--- src/rtl/blit_seq_pkg.sv ---
package blit_seq_pkg;

    typedef enum logic [2:0] {
        ST_IDLE   = 3'd0,
        ST_SREAD  = 3'd1,
        ST_P2ADD  = 3'd2,
        ST_DREAD  = 3'd3,
        ST_DWRITE = 3'd4,
        ST_P1ADD  = 3'd5,
        ST_LEND   = 3'd6,
        ST_STEP   = 3'd7
    } seq_st_e;

    localparam logic [1:0] WSEL_LFU = 2'd0;
    localparam logic [1:0] WSEL_PAT = 2'd1;
    localparam logic [1:0] WSEL_ADD = 2'd2;

endpackage

--- src/rtl/blit_seq_npix.sv ---
module blit_seq_npix #(
    parameter int CW         = 16,
    parameter int PHRASE_PIX = 4,
    parameter int OFF_W      = 2
) (
    input  logic             phrase_i,
    input  logic             first_i,
    input  logic [OFF_W-1:0] off_i,
    output logic [CW-1:0]    npix_o
);
    localparam logic [CW-1:0] PP_W  = CW'(PHRASE_PIX);
    localparam bit            POW2  = (PHRASE_PIX > 1) &&
                                      ((PHRASE_PIX & (PHRASE_PIX - 1)) == 0);

    logic [CW-1:0] off_w;
    logic [CW-1:0] first_pix;

    assign off_w = {{(CW-OFF_W){1'b0}}, off_i};

    generate
        if (POW2) begin : g_pow2
            assign first_pix = PP_W - off_w;
        end else begin : g_any
            assign first_pix = (off_w >= PP_W) ? CW'(1) : (PP_W - off_w);
        end
    endgenerate

    always_comb begin
        if (!phrase_i) begin
            npix_o = CW'(1);
        end else if (first_i) begin
            npix_o = first_pix;
        end else begin
            npix_o = PP_W;
        end
    end
endmodule

--- src/rtl/blit_seq_clip.sv ---
module blit_seq_clip #(
    parameter int CW = 16
) (
    input  logic          en_i,
    input  logic [CW-1:0] x_i,
    input  logic [CW-1:0] y_i,
    input  logic [CW-1:0] win_w_i,
    input  logic [CW-1:0] win_h_i,
    output logic          inhibit_o
);
    logic outside;

    always_comb begin
        outside = x_i[CW-1] | y_i[CW-1] | (x_i >= win_w_i) | (y_i >= win_h_i);
        inhibit_o = en_i & outside;
    end
endmodule

--- src/rtl/blit_seq.sv ---
module blit_seq
    import blit_seq_pkg::*;
#(
    parameter int CW         = 16,
    parameter int PHRASE_PIX = 4,
    localparam int OFF_W     = (PHRASE_PIX > 1) ? $clog2(PHRASE_PIX) : 1
) (
    input  logic             clk_i,
    input  logic             rst_ni,
    input  logic             start_i,
    input  logic [CW-1:0]    inner_cnt_i,
    input  logic [CW-1:0]    outer_cnt_i,
    input  logic             src_en_i,
    input  logic             dst_en_i,
    input  logic             phrase_i,
    input  logic [OFF_W-1:0] phr_off_i,
    input  logic [CW-1:0]    x_init_i,
    input  logic [CW-1:0]    y_init_i,
    input  logic [CW-1:0]    step_x_i,
    input  logic [CW-1:0]    step_y_i,
    input  logic             clip_en_i,
    input  logic [CW-1:0]    win_w_i,
    input  logic [CW-1:0]    win_h_i,
    input  logic             mem_ack_i,
    input  logic             p1_yadd_i,
    input  logic             add_sel_i,
    input  logic             pat_sel_i,
    output logic             busy_o,
    output logic             done_o,
    output logic             src_rd_o,
    output logic             p2_add_o,
    output logic             dst_rd_o,
    output logic             dst_wr_o,
    output logic             wr_inh_o,
    output logic             p1_add_o,
    output logic             line_end_o,
    output logic             line_step_o,
    output logic [CW-1:0]    cur_x_o,
    output logic [CW-1:0]    cur_y_o,
    output logic             p2_yadd_o,
    output logic [1:0]       wsel_o
);

    typedef struct packed {
        seq_st_e       st;
        logic [CW-1:0] inner;
        logic [CW-1:0] inner_init;
        logic [CW-1:0] outer;
        logic [CW-1:0] x;
        logic [CW-1:0] y;
        logic          first;
        logic          done;
    } seq_s;

    seq_s seq_d, seq_q;

    logic [CW-1:0] npix;
    logic [CW-1:0] rem;
    logic [CW-1:0] outer_dec;
    logic          inhibit;
    logic          rem_exhausted;
    seq_st_e       entry_st;
    seq_st_e       after_p2_st;

    blit_seq_npix #(
        .CW         (CW),
        .PHRASE_PIX (PHRASE_PIX),
        .OFF_W      (OFF_W)
    ) u_npix (
        .phrase_i (phrase_i),
        .first_i  (seq_q.first),
        .off_i    (phr_off_i),
        .npix_o   (npix)
    );

    blit_seq_clip #(
        .CW (CW)
    ) u_clip (
        .en_i      (clip_en_i),
        .x_i       (seq_q.x),
        .y_i       (seq_q.y),
        .win_w_i   (win_w_i),
        .win_h_i   (win_h_i),
        .inhibit_o (inhibit)
    );

    always_comb begin
        rem           = seq_q.inner - npix;
        rem_exhausted = rem[CW-1] | (rem == '0);
        outer_dec     = seq_q.outer - CW'(1);

        if (src_en_i) begin
            entry_st = ST_SREAD;
        end else if (dst_en_i) begin
            entry_st = ST_DREAD;
        end else begin
            entry_st = ST_DWRITE;
        end
        after_p2_st = dst_en_i ? ST_DREAD : ST_DWRITE;

        seq_d      = seq_q;
        seq_d.done = 1'b0;

        case (seq_q.st)
            ST_IDLE: begin
                if (start_i) begin
                    if (outer_cnt_i == '0) begin
                        seq_d.done = 1'b1;
                    end else begin
                        seq_d.inner      = inner_cnt_i;
                        seq_d.inner_init = inner_cnt_i;
                        seq_d.outer      = outer_cnt_i;
                        seq_d.x          = x_init_i;
                        seq_d.y          = y_init_i;
                        seq_d.first      = 1'b1;
                        seq_d.st         = entry_st;
                    end
                end
            end
            ST_SREAD: begin
                if (mem_ack_i) begin
                    seq_d.st = ST_P2ADD;
                end
            end
            ST_P2ADD: begin
                seq_d.st = after_p2_st;
            end
            ST_DREAD: begin
                if (mem_ack_i) begin
                    seq_d.st = ST_DWRITE;
                end
            end
            ST_DWRITE: begin
                if (mem_ack_i || inhibit) begin
                    seq_d.st = ST_P1ADD;
                end
            end
            ST_P1ADD: begin
                seq_d.inner = rem;
                seq_d.x     = seq_q.x + npix;
                seq_d.first = 1'b0;
                seq_d.st    = rem_exhausted ? ST_LEND : entry_st;
            end
            ST_LEND: begin
                seq_d.outer = outer_dec;
                if (outer_dec == '0) begin
                    seq_d.st   = ST_IDLE;
                    seq_d.done = 1'b1;
                end else begin
                    seq_d.st = ST_STEP;
                end
            end
            ST_STEP: begin
                seq_d.x     = seq_q.x + step_x_i;
                seq_d.y     = seq_q.y + step_y_i;
                seq_d.inner = seq_q.inner_init;
                seq_d.first = 1'b1;
                seq_d.st    = entry_st;
            end
            default: begin
                seq_d.st = ST_IDLE;
            end
        endcase
    end

    always_ff @(posedge clk_i or negedge rst_ni) begin
        if (!rst_ni) begin
            seq_q <= '0;
        end else begin
            seq_q <= seq_d;
        end
    end

    always_comb begin
        busy_o      = (seq_q.st != ST_IDLE);
        done_o      = seq_q.done;
        src_rd_o    = (seq_q.st == ST_SREAD);
        p2_add_o    = (seq_q.st == ST_P2ADD);
        dst_rd_o    = (seq_q.st == ST_DREAD);
        dst_wr_o    = (seq_q.st == ST_DWRITE) && !inhibit;
        wr_inh_o    = (seq_q.st == ST_DWRITE) && inhibit;
        p1_add_o    = (seq_q.st == ST_P1ADD);
        line_end_o  = (seq_q.st == ST_LEND);
        line_step_o = (seq_q.st == ST_STEP);
        cur_x_o     = seq_q.x;
        cur_y_o     = seq_q.y;
        p2_yadd_o   = p1_yadd_i;
        if (add_sel_i) begin
            wsel_o = WSEL_ADD;
        end else if (pat_sel_i) begin
            wsel_o = WSEL_PAT;
        end else begin
            wsel_o = WSEL_LFU;
        end
    end

endmodule

--- config.mk ---
export PLATFORM = sky130hd
export DESIGN_NAME = blit_seq
export DESIGN_NICKNAME = d
export VERILOG_FILES = /design/src/rtl/blit_seq_pkg.sv /design/src/rtl/blit_seq_npix.sv /design/src/rtl/blit_seq_clip.sv /design/src/rtl/blit_seq.sv
export SDC_FILE = /design/constraint.sdc
export NUM_CORES = 1
export LEC_CHECK = 0
export ABC_AREA = 1
export BUFFER_PORTS_ARGS = -buffer_cell sky130_fd_sc_hd__buf_2
export CORE_ASPECT_RATIO = 2
export CORE_MARGIN = 5
export CORE_UTILIZATION = 35
export CTS_BUF_LIST = sky130_fd_sc_hd__clkbuf_2 sky130_fd_sc_hd__clkbuf_4 sky130_fd_sc_hd__clkbuf_8
export DETAILED_ROUTE_END_ITERATION = 12
export GPL_ROUTABILITY_DRIVEN = 0
export HOLD_SLACK_MARGIN = 0.02
export PLACE_DENSITY = 0.6
export SLEW_MARGIN = 25
export SYNTH_ARGS = -nofsm -noshare
export SYNTH_HDL_FRONTEND = slang
export SYNTH_SLANG_ARGS = --single-unit
export TNS_END_PERCENT = 10
--- constraint.sdc ---
create_clock -name clk_i -period 7.2 [get_ports clk_i]
set_input_delay 0.72 -clock clk_i [delete_from_list [all_inputs] [get_ports clk_i]]
set_output_delay 0.72 -clock clk_i [all_outputs]
set_load 0.01 [all_outputs]
==> metrics.md <==
| Metric | Value |
|---|---|
| Status | `completed` |
| Top cells by count, synth | `273 x nand2_1, 168 x inv_1, 120 x nor2_1` |
| Final Hold Fails | `0` |
| FF-to-FF End | `cur_x_o[10]` |
| Setup TNS Final | `0 ns` |
| Clk_skew | `roughly 0.016 ns` |
| Count leader, synth | `nand2_1` |
| Rel. slew slack | `around 43%` |
| Largest family of logic cells by synthesized area | `simple AND/OR/NAND/NOR gates` |
| Critical path class | `flip-flop to flip-flop` |
| Data required, critical path | `roughly 7.5 ns` |
| Cells resized by post-CTS repair | `0` |
| Root buffer cell | `clkbuf_8` |
| Clock buffer count from CTS | `9` |
| Reg-to-reg startpoint | `seq_q[84]` |
| Vias per inst | `around 5.1` |
| Area of the multi-input gates | `between 4000 and 5000 um^2` |
| Critical Path Start Type | `flip-flop` |
| Syn_area_per_cell | `between 6 and 7 um^2` |
| Post-layout util | `about two fifths` |
| First-pass GRT wire length | `41100 um` |
| Cell Area, Synth | `7830 um^2` |
| Die area | `~26000 um^2` |
| Synth Area in Simple Gates | `between 20 and 30%` |
| Clk pin slew, worst setup/hold paths | `around 0.1 ns` |
| Num Clock Sinks | `85` |
| Post-route ant nets | `0` |
| Synth async-reset ratio | `100%` |
| Synth top area cells | `dfrtp_1 27%, nand2_1 13%, ha_1 11%` |
| Worst-margin pin slew | `between 0.8 and 0.9 ns` |
| Final Setup Violations | `0` |
| CP cell instances | `nand2_1, nor2_2, inv_1, buf_4, nand2_1, nand2_1, ha_1, fa_1, nand3_1, nand2_1, inv_1, o21ai_0, nand2_1, nand3_1, nand2_1, xor2_1, nand2_1, a21oi_1` |
| Most used DFF post-synth | `dfrtp_1` |
| Yosys top cell by area | `dfrtp_1` |
| Critical-path maximum fanout | `21` |
| Final Max Tran Viols | `0` |
| Min Clock Period, post-route | `around 3.4 ns` |
| Syn Inst Count | `around 1200` |
| Share of the synthesized area in the top cell type | `27.2%` |
| WHS | `slightly above 0.3 ns` |
| Power per cell area | `about 390 nW/um^2` |
| FF+latch count, synth | `85` |
| Site row count | `77` |
| Final nets | `1521` |
| Die height | `222 um` |
| Yosys cell types | `a little under 50` |
| HPWL Detailed | `21600 um` |
| Cell with the largest stage delay on the worst path | `dfrtp_1` |
| Compound-cell area share of the yosys netlist | `between 10% and 20%` |
| Worst VDD drop | `approximately 0.16 mV` |
| Total Routing Usage GR | `between 20% and 30%` |
| Initial DRC count | `370` |
| Die width | `~120 um` |
| Largest net degree at the start of global routing | `52` |
| Leakage | `4.82 nW` |
| Layout cell share with drive strength beyond 1 | `between 10% and 20%` |
| Worst path max stage delay | `0.44 ns` |
| YS warnings | `0` |
| Initial antenna violation count | `5` |
| CTS tree | `done` |
| Initial Util | `between 30% and 40%` |
| WL per Instance | `approximately 17 um` |
| RSZ-0062 raised after global routing | `no` |
| Syn_nets | `roughly 1400` |
| XOR/XNOR Fraction of Synth Area | `around 2.1%` |
| Setup Buffers After CTS | `0` |
| Setup crit end kind | `flip-flop` |
| Worst R2R Setup Slack | `between 3 and 4 ns` |
| Clock Latency Late Sink | `about 0.39 ns` |
| Io pins | `about 190` |
| Fmax | `~300 MHz` |
| Hold Crit Class | `input pin to asynchronous set/reset pin` |
| Drt pass-1 iters | `5` |
| I/O Buffers | `between 150 and 200` |
| ANT cells | `0` |
| Mux contribution to synthesized area | `0%` |
| Vias in the first global route | `approximately 8300` |
| Routed WL | `approximately 26000 um` |
| Max Root-Sink Buffers | `2` |
| Remaining DRCs | `0` |
| CORE AREA | `22100 um^2` |
| Fin crit share | `47.4%` |
| Filler cells | `~2400` |
| Place WS | `3.83 ns` |
| Max-Cap Viols | `0` |
| Post-synth EDFFs | `0` |
| Htree depth | `3` |
| Post-synthesis sequential area ratio | `between 20% and 30%` |
| Adder-Cell Fraction of Synth Area | `roughly an eighth` |
| Total number of vias | `8109` |
| Crit path top cell by count | `nand2_1` |
| P&R area growth vs syn | `14.2%` |
| Sequential Area | `2130 um^2` |
| Cts hold-fix bufs | `0` |
| Global route overflow | `0` |
| Final setup margin | `approximately 3.8 ns` |
| WP data arrival | `3.73 ns` |
| Worst r2r path cells | `18` |
==> routing by layer <==
metal	track usage (%)	part of all wire, %	vias up
met1	20.5	34	3685
met4	9.40	4.7	8
met2	39.2	54	261
met5	0	0.20	-
met3	3.61	6.4	77
li1	-	-	4078
==> layout by cell type (no fill, tap or decap), drive strengths merged, types with 7 or more instances in the layout <==
cell / count
nor2: 136
nor3: 11
ha: 68
nand2: 276
nand3: 69
nand4: 12
a21oi: 107
a221oi: 7
clkbuf: 12
or2: 7
dfrtp: 85
o21ai: 79
buf: 189
inv: 175
xor2: 12
a21o: 7
a22oi: 9
o221ai: 10
==> through the flow <==
step | power, W | instance area, um^2 | instances
floorplan | 0.00258 | 7830 | 1172
global placement | 0.00311 | 8740 | 1574
detailed placement | 0.00314 | 8740 | 1574
CTS | 0.00351 | 8940 | 1589
global route | 0.00386 | 8940 | 1589
finish | 0.00349 | 8940 | 1589
==> worst max path at each step <==
stage               from  depth (start not counted)           to  slack [ns]
5_1_grt        seq_q[84]                         18  cur_x_o[10]        3.44
4_1_cts        seq_q[84]                         18  cur_x_o[10]        3.78
6_report       seq_q[84]                         18  cur_x_o[10]        3.78
2_1_floorplan  seq_q[83]                         16  cur_x_o[11]        4.40
3_3_place_gp   seq_q[84]                         18  cur_x_o[10]        3.90
3_5_place_dp   seq_q[84]                         18  cur_x_o[10]        3.83
==> power breakdown <==
part / total (W) / internal (W) / switching (W)
logic: 0.00218 / 0.000769 / 0.00141
registers: 0.000940 / 0.000706 / 0.000234
clock network: 0.000368 / 0.000177 / 0.000191
total: 0.00349 / 0.00165 / 0.00184
==> worst max-delay path: cells and delay by family, from the launching register on <==
kind / cells / cell delay [ns]
XOR/XNOR: 1 / 0.13
flip-flops: 1 / 0.44
adder cells (fa/ha/maj): 2 / 0.40
AND/OR/NAND/NOR: 10 / 1.26
buffers and inverters: 3 / 0.62
AO/OA/AOI/OAI: 2 / 0.48
==> cells by family after synthesis <==
group	after synthesis
compound gates	246
xor+xnor	17
fa+ha+maj	71
buf+inv	238
flops	85
simple gates	515
==> flip-flops by register name, indices dropped and copies added (netlist names) <==
signal   flops
cur_x_o     16
cur_y_o     16
done_o       1
seq_q       52
==> final cells by class <==
cell class | instances | area share (%)
repair buffers | 189 | 10.8
well taps | 276 | 3.86
multi-input cells | 849 | 52.0
clock inverters | 3 | 0.518
clock buffers | 12 | 1.71
inverters | 175 | 7.35
flip-flops and latches | 85 | 23.8
(Power assumes the default switching activity.)
